[src/rtl/ctx_pkg.sv]
package ctx_pkg;

  localparam int BYTE_W    = 8;
  localparam int TAIL_MAX  = 7;                          // stop bit + 6 guard bits
  localparam int FRAME_W   = 1 + BYTE_W + 1 + TAIL_MAX;  // start + data + parity + tail
  localparam int LEN_W     = $clog2(FRAME_W + 1);

  typedef enum logic [1:0] {
    ST_IDLE,
    ST_WAIT,
    ST_SEND
  } ctx_state_e;

  typedef struct packed {
    logic       start_bit;
    logic       msb_first;
    logic       parity_en;
    logic       parity_odd;
    logic       last_par_inv;
    logic [2:0] stop_code;
  } ctx_cfg_t;

  // Parity bit: even parity is the XOR of the data, odd flips it, and the
  // final-byte inversion flips it once more.
  function automatic logic frame_parity(input logic [BYTE_W-1:0] d,
                                        input logic odd,
                                        input logic flip);
    return (^d) ^ odd ^ flip;
  endfunction

  // Number of trailing 1 bits for a stop/guard code: the code value itself.
  function automatic logic [LEN_W-1:0] tail_len(input logic [2:0] code);
    return LEN_W'(code);
  endfunction

  // Whole frame length in bits.
  function automatic logic [LEN_W-1:0] frame_len(input ctx_cfg_t c);
    return LEN_W'(c.start_bit) + LEN_W'(BYTE_W) + LEN_W'(c.parity_en)
         + tail_len(c.stop_code);
  endfunction

endpackage

[src/rtl/ctx_frame_builder.sv]
module ctx_frame_builder
  import ctx_pkg::*;
(
  input  logic [BYTE_W-1:0]  data,
  input  ctx_cfg_t           cfg,
  input  logic               last,
  output logic [FRAME_W-1:0] f_bits,
  output logic [LEN_W-1:0]   f_len
);

  logic [BYTE_W-1:0]  ord;        // ord[0] is the first data bit on the line
  logic               par;
  logic [BYTE_W-1:0]  upper;      // parity and tail region above the data
  logic [FRAME_W-1:0] with_start;

  for (genvar i = 0; i < BYTE_W; i++) begin : g_order
    assign ord[i] = cfg.msb_first ? data[BYTE_W-1-i] : data[i];
  end

  assign par = frame_parity(data, cfg.parity_odd, cfg.last_par_inv & last);

  // Bits above the data are all 1 except the parity slot when parity is on.
  assign upper = cfg.parity_en ? {{(BYTE_W-1){1'b1}}, par} : {BYTE_W{1'b1}};

  assign with_start = {upper, ord, 1'b0};

  // Without a start bit the frame slides down one place and fills with 1.
  assign f_bits = cfg.start_bit ? with_start : {1'b1, with_start[FRAME_W-1:1]};
  assign f_len  = frame_len(cfg);

endmodule

[src/rtl/ctx_byte_tracker.sv]
module ctx_byte_tracker #(
  parameter int CNT_W = 8
) (
  input  logic             clk,
  input  logic             rst_n,
  input  logic             init,
  input  logic [CNT_W-1:0] init_cnt,
  input  logic             take,
  output logic             last_one,
  output logic             none_left
);

  logic [CNT_W-1:0] remaining;   // bytes not yet fetched

  always_ff @(posedge clk or negedge rst_n) begin
    if (!rst_n) begin
      remaining <= '0;
    end else if (init) begin
      remaining <= init_cnt;
    end else if (take && remaining != '0) begin
      remaining <= remaining - CNT_W'(1);
    end
  end

  assign last_one  = (remaining == CNT_W'(1));
  assign none_left = (remaining == '0);

endmodule

[src/rtl/ctx_bit_sequencer.sv]
module ctx_bit_sequencer
  import ctx_pkg::*;
(
  input  logic               clk,
  input  logic               rst_n,
  input  logic               ld,
  input  logic               ld_emit,
  input  logic               step,
  input  logic               hold_hi,
  input  logic [FRAME_W-1:0] f_bits,
  input  logic [LEN_W-1:0]   f_len,
  output logic               ser_out,
  output logic               frame_end
);

  logic [FRAME_W-1:0] frame_q;
  logic [LEN_W-1:0]   len_q;
  logic [LEN_W-1:0]   idx_q;     // bits already put on the line

  always_ff @(posedge clk or negedge rst_n) begin
    if (!rst_n) begin
      frame_q <= '1;
      len_q   <= '0;
      idx_q   <= '0;
      ser_out <= 1'b1;
    end else if (ld) begin
      frame_q <= f_bits;
      len_q   <= f_len;
      if (ld_emit) begin
        ser_out <= f_bits[0];
        idx_q   <= LEN_W'(1);
      end else begin
        idx_q   <= '0;
      end
    end else if (step) begin
      ser_out <= frame_q[idx_q];
      idx_q   <= idx_q + LEN_W'(1);
    end else if (hold_hi) begin
      ser_out <= 1'b1;
    end
  end

  assign frame_end = (idx_q == len_q);

endmodule

[src/rtl/ctx_frame_serializer.sv]
module ctx_frame_serializer
  import ctx_pkg::*;
#(
  parameter int CNT_W = 8
) (
  input  logic             clk,
  input  logic             rst_n,
  input  logic             bit_en,
  input  logic             start,
  input  logic [CNT_W-1:0] byte_count,
  input  logic             cfg_start_bit,
  input  logic             cfg_msb_first,
  input  logic             cfg_parity_en,
  input  logic             cfg_parity_odd,
  input  logic             cfg_last_par_inv,
  input  logic [2:0]       cfg_stop_code,
  input  logic [7:0]       in_data,
  input  logic             in_valid,
  output logic             in_ready,
  output logic             ser_out,
  output logic             busy,
  output logic             done,
  output logic             nodata_err
);

  ctx_state_e st_q, st_d;
  ctx_cfg_t   cfg_in, cfg_q;

  // named internal events
  logic st_wait, st_send;
  logic start_go, start_empty;
  logic frame_end, at_boundary;
  logic hs, ld_emit, step, hold_hi, fin;
  logic last_one, none_left;

  logic [FRAME_W-1:0] f_bits;
  logic [LEN_W-1:0]   f_len;

  assign cfg_in = '{start_bit:    cfg_start_bit,
                    msb_first:    cfg_msb_first,
                    parity_en:    cfg_parity_en,
                    parity_odd:   cfg_parity_odd,
                    last_par_inv: cfg_last_par_inv,
                    stop_code:    cfg_stop_code};

  assign st_wait     = (st_q == ST_WAIT);
  assign st_send     = (st_q == ST_SEND);
  assign start_go    = (st_q == ST_IDLE) && start && (byte_count != '0);
  assign start_empty = (st_q == ST_IDLE) && start && (byte_count == '0);

  assign at_boundary = st_send && bit_en && frame_end;
  assign in_ready    = st_wait || (at_boundary && !none_left);
  assign hs          = in_ready && in_valid;
  assign ld_emit     = hs && st_send;
  assign step        = st_send && bit_en && !frame_end;
  assign hold_hi     = at_boundary && !hs;
  assign fin         = at_boundary && none_left;

  always_comb begin
    st_d = st_q;
    unique case (st_q)
      ST_IDLE: if (start_go) st_d = ST_WAIT;
      ST_WAIT: if (hs)       st_d = ST_SEND;
      ST_SEND: begin
        if (fin)                    st_d = ST_IDLE;
        else if (at_boundary && !hs) st_d = ST_WAIT;
      end
      default: st_d = ST_IDLE;
    endcase
  end

  always_ff @(posedge clk or negedge rst_n) begin
    if (!rst_n) begin
      st_q       <= ST_IDLE;
      cfg_q      <= '0;
      done       <= 1'b0;
      nodata_err <= 1'b0;
    end else begin
      st_q       <= st_d;
      done       <= fin;
      nodata_err <= start_empty;
      if (start_go) cfg_q <= cfg_in;
    end
  end

  assign busy = (st_q != ST_IDLE);

  ctx_byte_tracker #(.CNT_W(CNT_W)) u_tracker (
    .clk       (clk),
    .rst_n     (rst_n),
    .init      (start_go),
    .init_cnt  (byte_count),
    .take      (hs),
    .last_one  (last_one),
    .none_left (none_left)
  );

  ctx_frame_builder u_builder (
    .data   (in_data),
    .cfg    (cfg_q),
    .last   (last_one),
    .f_bits (f_bits),
    .f_len  (f_len)
  );

  ctx_bit_sequencer u_seq (
    .clk       (clk),
    .rst_n     (rst_n),
    .ld        (hs),
    .ld_emit   (ld_emit),
    .step      (step),
    .hold_hi   (hold_hi),
    .f_bits    (f_bits),
    .f_len     (f_len),
    .ser_out   (ser_out),
    .frame_end (frame_end)
  );

endmodule

[config.mk]
export PLATFORM = sky130hd
export DESIGN_NAME = ctx_frame_serializer
export DESIGN_NICKNAME = d
export VERILOG_FILES = /design/src/rtl/ctx_pkg.sv /design/src/rtl/ctx_frame_builder.sv /design/src/rtl/ctx_byte_tracker.sv /design/src/rtl/ctx_bit_sequencer.sv /design/src/rtl/ctx_frame_serializer.sv
export SDC_FILE = /design/constraint.sdc
export NUM_CORES = 1
export LEC_CHECK = 0
export BUFFER_PORTS_ARGS = -buffer_cell sky130_fd_sc_hd__buf_2
export CELL_PAD_IN_SITES_DETAIL_PLACEMENT = 0
export CELL_PAD_IN_SITES_GLOBAL_PLACEMENT = 1
export CORE_MARGIN = 4
export CORE_UTILIZATION = 48
export CTS_CLUSTER_DIAMETER = 150
export DETAILED_ROUTE_END_ITERATION = 8
export PLACE_DENSITY_LB_ADDON = 0.1
export SLEW_MARGIN = 0
export SYNTH_ARGS = -nofsm -noshare
export SYNTH_HDL_FRONTEND = slang
export SYNTH_SLANG_ARGS = --single-unit
[constraint.sdc]
create_clock -name clk -period 5.5 [get_ports clk]
set_clock_uncertainty 0.05 [all_clocks]
set_input_delay 1.1 -clock clk [delete_from_list [all_inputs] [get_ports clk]]
set_output_delay 1.1 -clock clk [all_outputs]
set_load 0.05 [all_outputs]
== Word-level counts from Yosys, hierarchy flattened ==
Cells that the tools add are included.

* Flip-flop bits (word level): 48
* Bits of input ports: 29
* Logic and storage cells: 85

* Order comparisons: 1
* Reduce and logical (&&, ||, !) cells: 28
* Bitwise operators: 3
* Add/sub/neg operators: 5
* Mux-type cells: 26
* Equality and inequality tests: 8

{| class="wikitable"
|+ Operators with widths
! cell !! count
|-
| 2-to-1 mux 17 bit || 1
|-
| zero test 8 bit || 2
|-
| 2-to-1 mux 8 bit || 2
|-
| nonzero test 8 bit || 2
|-
| 2-to-1 mux 1 bit || 15
|-
| logical AND 1 bit || 12
|-
| 2-to-1 mux 5 bit || 2
|-
| == test 8 x 1 -> 1 bit (second input constant) || 1
|-
| 2-to-1 mux 2 bit || 4
|-
| XOR reduction 8 bit || 1
|-
| subtractor 8 x 1 -> 8 bit (second input constant) || 1
|-
| < comparator 5 x 6 -> 1 bit (second input constant) || 1
|-
| case mux 2 bit (3 select lines) || 1
|-
| nonzero test 2 bit || 3
|-
| adder 1 x 4 -> 5 bit (second input constant) || 1
|-
| adder 5 x 1 -> 5 bit || 1
|-
| adder 5 x 1 -> 5 bit (second input constant) || 1
|-
| adder 5 x 3 -> 5 bit || 1
|-
| binary-select mux 1 bit (select 5 bit) || 1
|-
| == test 5 bit || 1
|-
| != test 2 x 1 -> 1 bit (second input constant) || 2
|-
| zero test 1 bit || 3
|-
| != test 3 x 1 -> 1 bit (second input constant) || 1
|-
| AND reduction 3 bit || 1
|-
| other kinds (9) || 10
|}

== Depth between registers and ports, before layout ==
* Depth in word-level cells: 11
* Mapped depth: 7

== Modules after synthesis ==
From an unflattened synthesis, not the netlist that was laid out.

* Cell total of the unflattened synthesis: 258
* Area total of the unflattened synthesis: 2997.9 µm²

{| class="wikitable"
|+ Modules (own cells, without submodules)
! module !! instances !! area an instance (µm²) !! cells each !! seq. area each (µm²)
|-
| ctx_bit_sequencer || 1 || 1411.4 || 100 || 723.2
|-
| ctx_byte_tracker || 1 || 589.3 || 65 || 200.2
|-
| ctx_frame_serializer || 1 || 579.3 || 47 || 300.3
|-
| ctx_frame_builder || 1 || 417.9 || 46 || 0.0
|}

== Least setup slack after synthesis ==
OpenSTA, ideal clock, no wires.

* Path kind: input port to output port
* Start point: in bit_en
* End point: out in_ready
* Path buffers: 1
* Data required time: 4.350 ns
* Setup slack: 1.986 ns
* Stages on the path: 4
* Data arrival time: 2.364 ns
* Cell sequence: inv_1 or2_0 buf_2 o41ai_4

* Cells in the longest elaborated chain, start to end: 4

{| class="wikitable"
|+ RTL lines
! element !! line !! text
|-
| start, declared || ctx_frame_serializer.sv:8 || <nowiki>input logic bit_en,</nowiki>
|-
| logical AND 1 bit (2 in a row) || ctx_frame_serializer.sv:51 || <nowiki>assign at_boundary = st_send && bit_en && frame_end;</nowiki>
|-
| logical AND 1 bit || ctx_frame_serializer.sv:52 || <nowiki>assign in_ready = st_wait || (at_boundary && !none_left);</nowiki>
|-
| logical OR 1 bit || ctx_frame_serializer.sv:52 ||
|-
| end, declared || ctx_frame_serializer.sv:19 || <nowiki>output logic in_ready,</nowiki>
|}

No other way between the ends.

== Worst setup path in the final report ==
Same ends and word-level chain as after synthesis.

==> impl_metrics.env <==
export IMPL_grt_overflow=0
export IMPL_grt_pass1_wl_mm=9.19
export IMPL_yosysSeqAreaShare_pct=41.3
export IMPL_first_pass_iters=4
export IMPL_cts_max_level=2
export IMPL_timing_slew_headroom_pct=38.7
export IMPL_critPathMaxFanout=9
export IMPL_numCtsBuffers=5
export IMPL_timing_rr_end="u_seq.len_q[1]"
export IMPL_finalCritPeriodShare_pct=67.2
export IMPL_async_flop_share_pct=100
export IMPL_die_height_um=80.4
export IMPL_drive_above_1_share_pct=26.1
export IMPL_crit_top_cell="buf_2"
export IMPL_post_cts_setup_buffers=0
export IMPL_clockRootBuffer="clkbuf_8"
export IMPL_setup_viol=0
export IMPL_grt_usage_pct=18.2
export IMPL_synth_fp_nets=286
export IMPL_place_congestion=0.796
export IMPL_min_period_ns=3.70
export IMPL_nNetsFinal=316
export IMPL_regToRegStartpoint="u_seq.idx_q[0]"
export IMPL_drt_iter0_drc=94
export IMPL_hpwl_mm=3.85
export IMPL_synth_top_area_share_pct=29.8
export IMPL_r2r_slack_ns=3.00
export IMPL_status="completed"
export IMPL_cpMaxStageDelayCell="o41ai_4"
export IMPL_finalWirelength_mm=5.28
export IMPL_start_util_pct=49.3
export IMPL_io_pin_count=34
export IMPL_maxSlewViolCount=0
export IMPL_wl_per_cell_um=15.1
export IMPL_syn_to_final_growth_pct=13.1
export IMPL_core_area_mm2=0.00511
export IMPL_max_stage_delay_ns=0.62
export IMPL_netlist_instances=249
export IMPL_worstMarginPinSlew_ns=0.919
export IMPL_critPathKind="in -> out"
export IMPL_vias_per_cell=5.40
export IMPL_avgSynthCellArea_um2=10.1
export IMPL_cp_start_kind="primary input"
export IMPL_cellLeakagePower_nw=1.29
export IMPL_synth_area_leader_cell="dfrtp_1"
export IMPL_yosys_top_cells_area="dfrtp_1 30%, dfstp_2 11%, mux2_4 6.0%"
export IMPL_vias=1891
export IMPL_cts_hold_buffers=0
export IMPL_grt_max_degree=42
export IMPL_synth_common_cells="30 x dfrtp_1, 29 x nand2_1, 22 x nor2_1"
export IMPL_hold_viol_final=0
export IMPL_drc_errors=0
export IMPL_whs_endpoint="cfg_q[4]"
export IMPL_endpoint_kind="output port"
export IMPL_p_total_w=0.00158
export IMPL_hold_class="reg -> reg"
export IMPL_crit_buf_inv=3
export IMPL_synth_area_mm2=0.00252
export IMPL_synth_warnings=0
export IMPL_min_path_cells=2
export IMPL_n_antenna_cell=0
export IMPL_die_area_mm2=0.00647
export IMPL_cts_tree="yes"
export IMPL_clock_path_buffers=2
export IMPL_clock_sinks=41
export IMPL_rsz0062_at_grt="no"
export IMPL_min_from="cfg_q[4]"
export IMPL_crit_family="compound AO/OA/AOI/OAI gates"
export IMPL_antenna_found_initial=0
export IMPL_yosysUniqueCellTypes=55
export IMPL_reg2reg_depth=5
export IMPL_max_freq_ghz=0.271
export IMPL_synth_edff_count=0
export IMPL_final_antenna_net_count=0
export IMPL_grt_pass1_vias=1890
export IMPL_die_w_um=80.4
export IMPL_cp_cell_sequence="buf_2 > inv_1 > or2_0 > o41ai_4 > buf_2"
export IMPL_crit_required_ns=4.35
export IMPL_num_rows=26
export IMPL_ctsResizeCount=0
export IMPL_clkTransAtPathRegs_ns=0.07
export IMPL_ys_flop_type="dfrtp_1"
export IMPL_ys_ff_latch=41
export IMPL_tns_ns=0
export IMPL_io_buffer_count=33
export IMPL_maxCapViolations=0
export IMPL_critPathArrivalTime_ns=2.55
export IMPL_peakVddDrop_mv=0.202
export IMPL_power_density_mw_per_mm2=556
export IMPL_synth_most_common_cell="dfrtp_1"
export IMPL_holdWs_ns=0.451
export IMPL_clock_latency_ns=0.29
## layout make-up
| type | instances | area, µm² |
|---|---|---|
| Clock buffer | 5 | 68.8 |
| Clock inverter | 3 | 65.1 |
| Fill cell | 488 | 2260 |
| Inverter | 11 | 41.3 |
| Multi-Input combinational cell | 186 | 1370 |
| Sequential cell | 41 | 1040 |
| Tap cell | 70 | 87.6 |
| Timing Repair Buffer | 34 | 173 |
## per-layer routing
layer	routed length, µm	up-vias	GRT usage [%]
li1	-	950	-
met1	2650	902	26.4
met2	2380	35	27.7
met3	195	4	3.14
met4	51	0	5.57
met5	0	-	0
## how the worst max path moves through the flow
| stage | startpoint | end | slack [ns] | cells after the start |
|---|---|---|---|---|
| after floorplan | bit_en | in_ready | 1.99 | 4 |
| after global placement | bit_en | in_ready | 1.82 | 5 |
| after detailed placement | bit_en | in_ready | 1.79 | 5 |
| after CTS | bit_en | in_ready | 1.78 | 5 |
| after global routing | bit_en | in_ready | 1.71 | 5 |
| final | bit_en | in_ready | 1.80 | 5 |
## stage by stage
step                      instance area [µm²]  cells  setup WS, ns  utilization [%]
after global placement                   2710    342          1.82             53.1
final                                    2850    350          1.80             55.8
after detailed placement                 2710    342          1.79             53.1
after global routing                     2850    350          1.71             55.8
after CTS                                2850    350          1.78             55.8
after floorplan                          2520    249          1.99                -
## where the power goes
group / internal, W / switching, W
Sequential: 0.000460 / 0.000142
Combinational: 0.000325 / 0.000371
Clock: 0.000180 / 0.000105
## tightest hold or removal path: stages (launching register included)
cell and delay [ns]:
dfrtp_1 0.36, nand2_1 0.06, nand2_1 0.06
## layout by cell type, fill, tap and decap left out, types with 5 or more instances in the layout
cell / count
dfrtp_1: 30
ha_1: 7
nor2_1: 22
nand2_1: 29
dfstp_2: 11
nor4_1: 5
clkbuf_8: 5
buf_2: 33
o21ai_0: 15
nand3_1: 9
mux2_4: 10
xnor2_1: 9
mux2i_1: 9
a31oi_1: 6
inv_1: 10
xor2_1: 5
a21oi_1: 8
## flip-flops by register name, summed over array words and instances (netlist names)
signal and flops:
u_seq.frame_q 10, cfg_q 8, u_tracker.remaining 8, u_seq.idx_q 5
u_seq.len_q 5, st_q 2, done 1, nodata_err 1
u_seq.ser_out 1
## kinds of logic after synthesis
group | share of synthesized area, %
and+or+nand+nor | 17.9
AOI/OAI and AO/OA | 12.8
DFF | 41.3
muxes | 12.2
buffers and inverters | 4.22
xor gates and xnor gates | 7.30
adders and majority gates | 4.27
(Power assumes the default switching activity.)
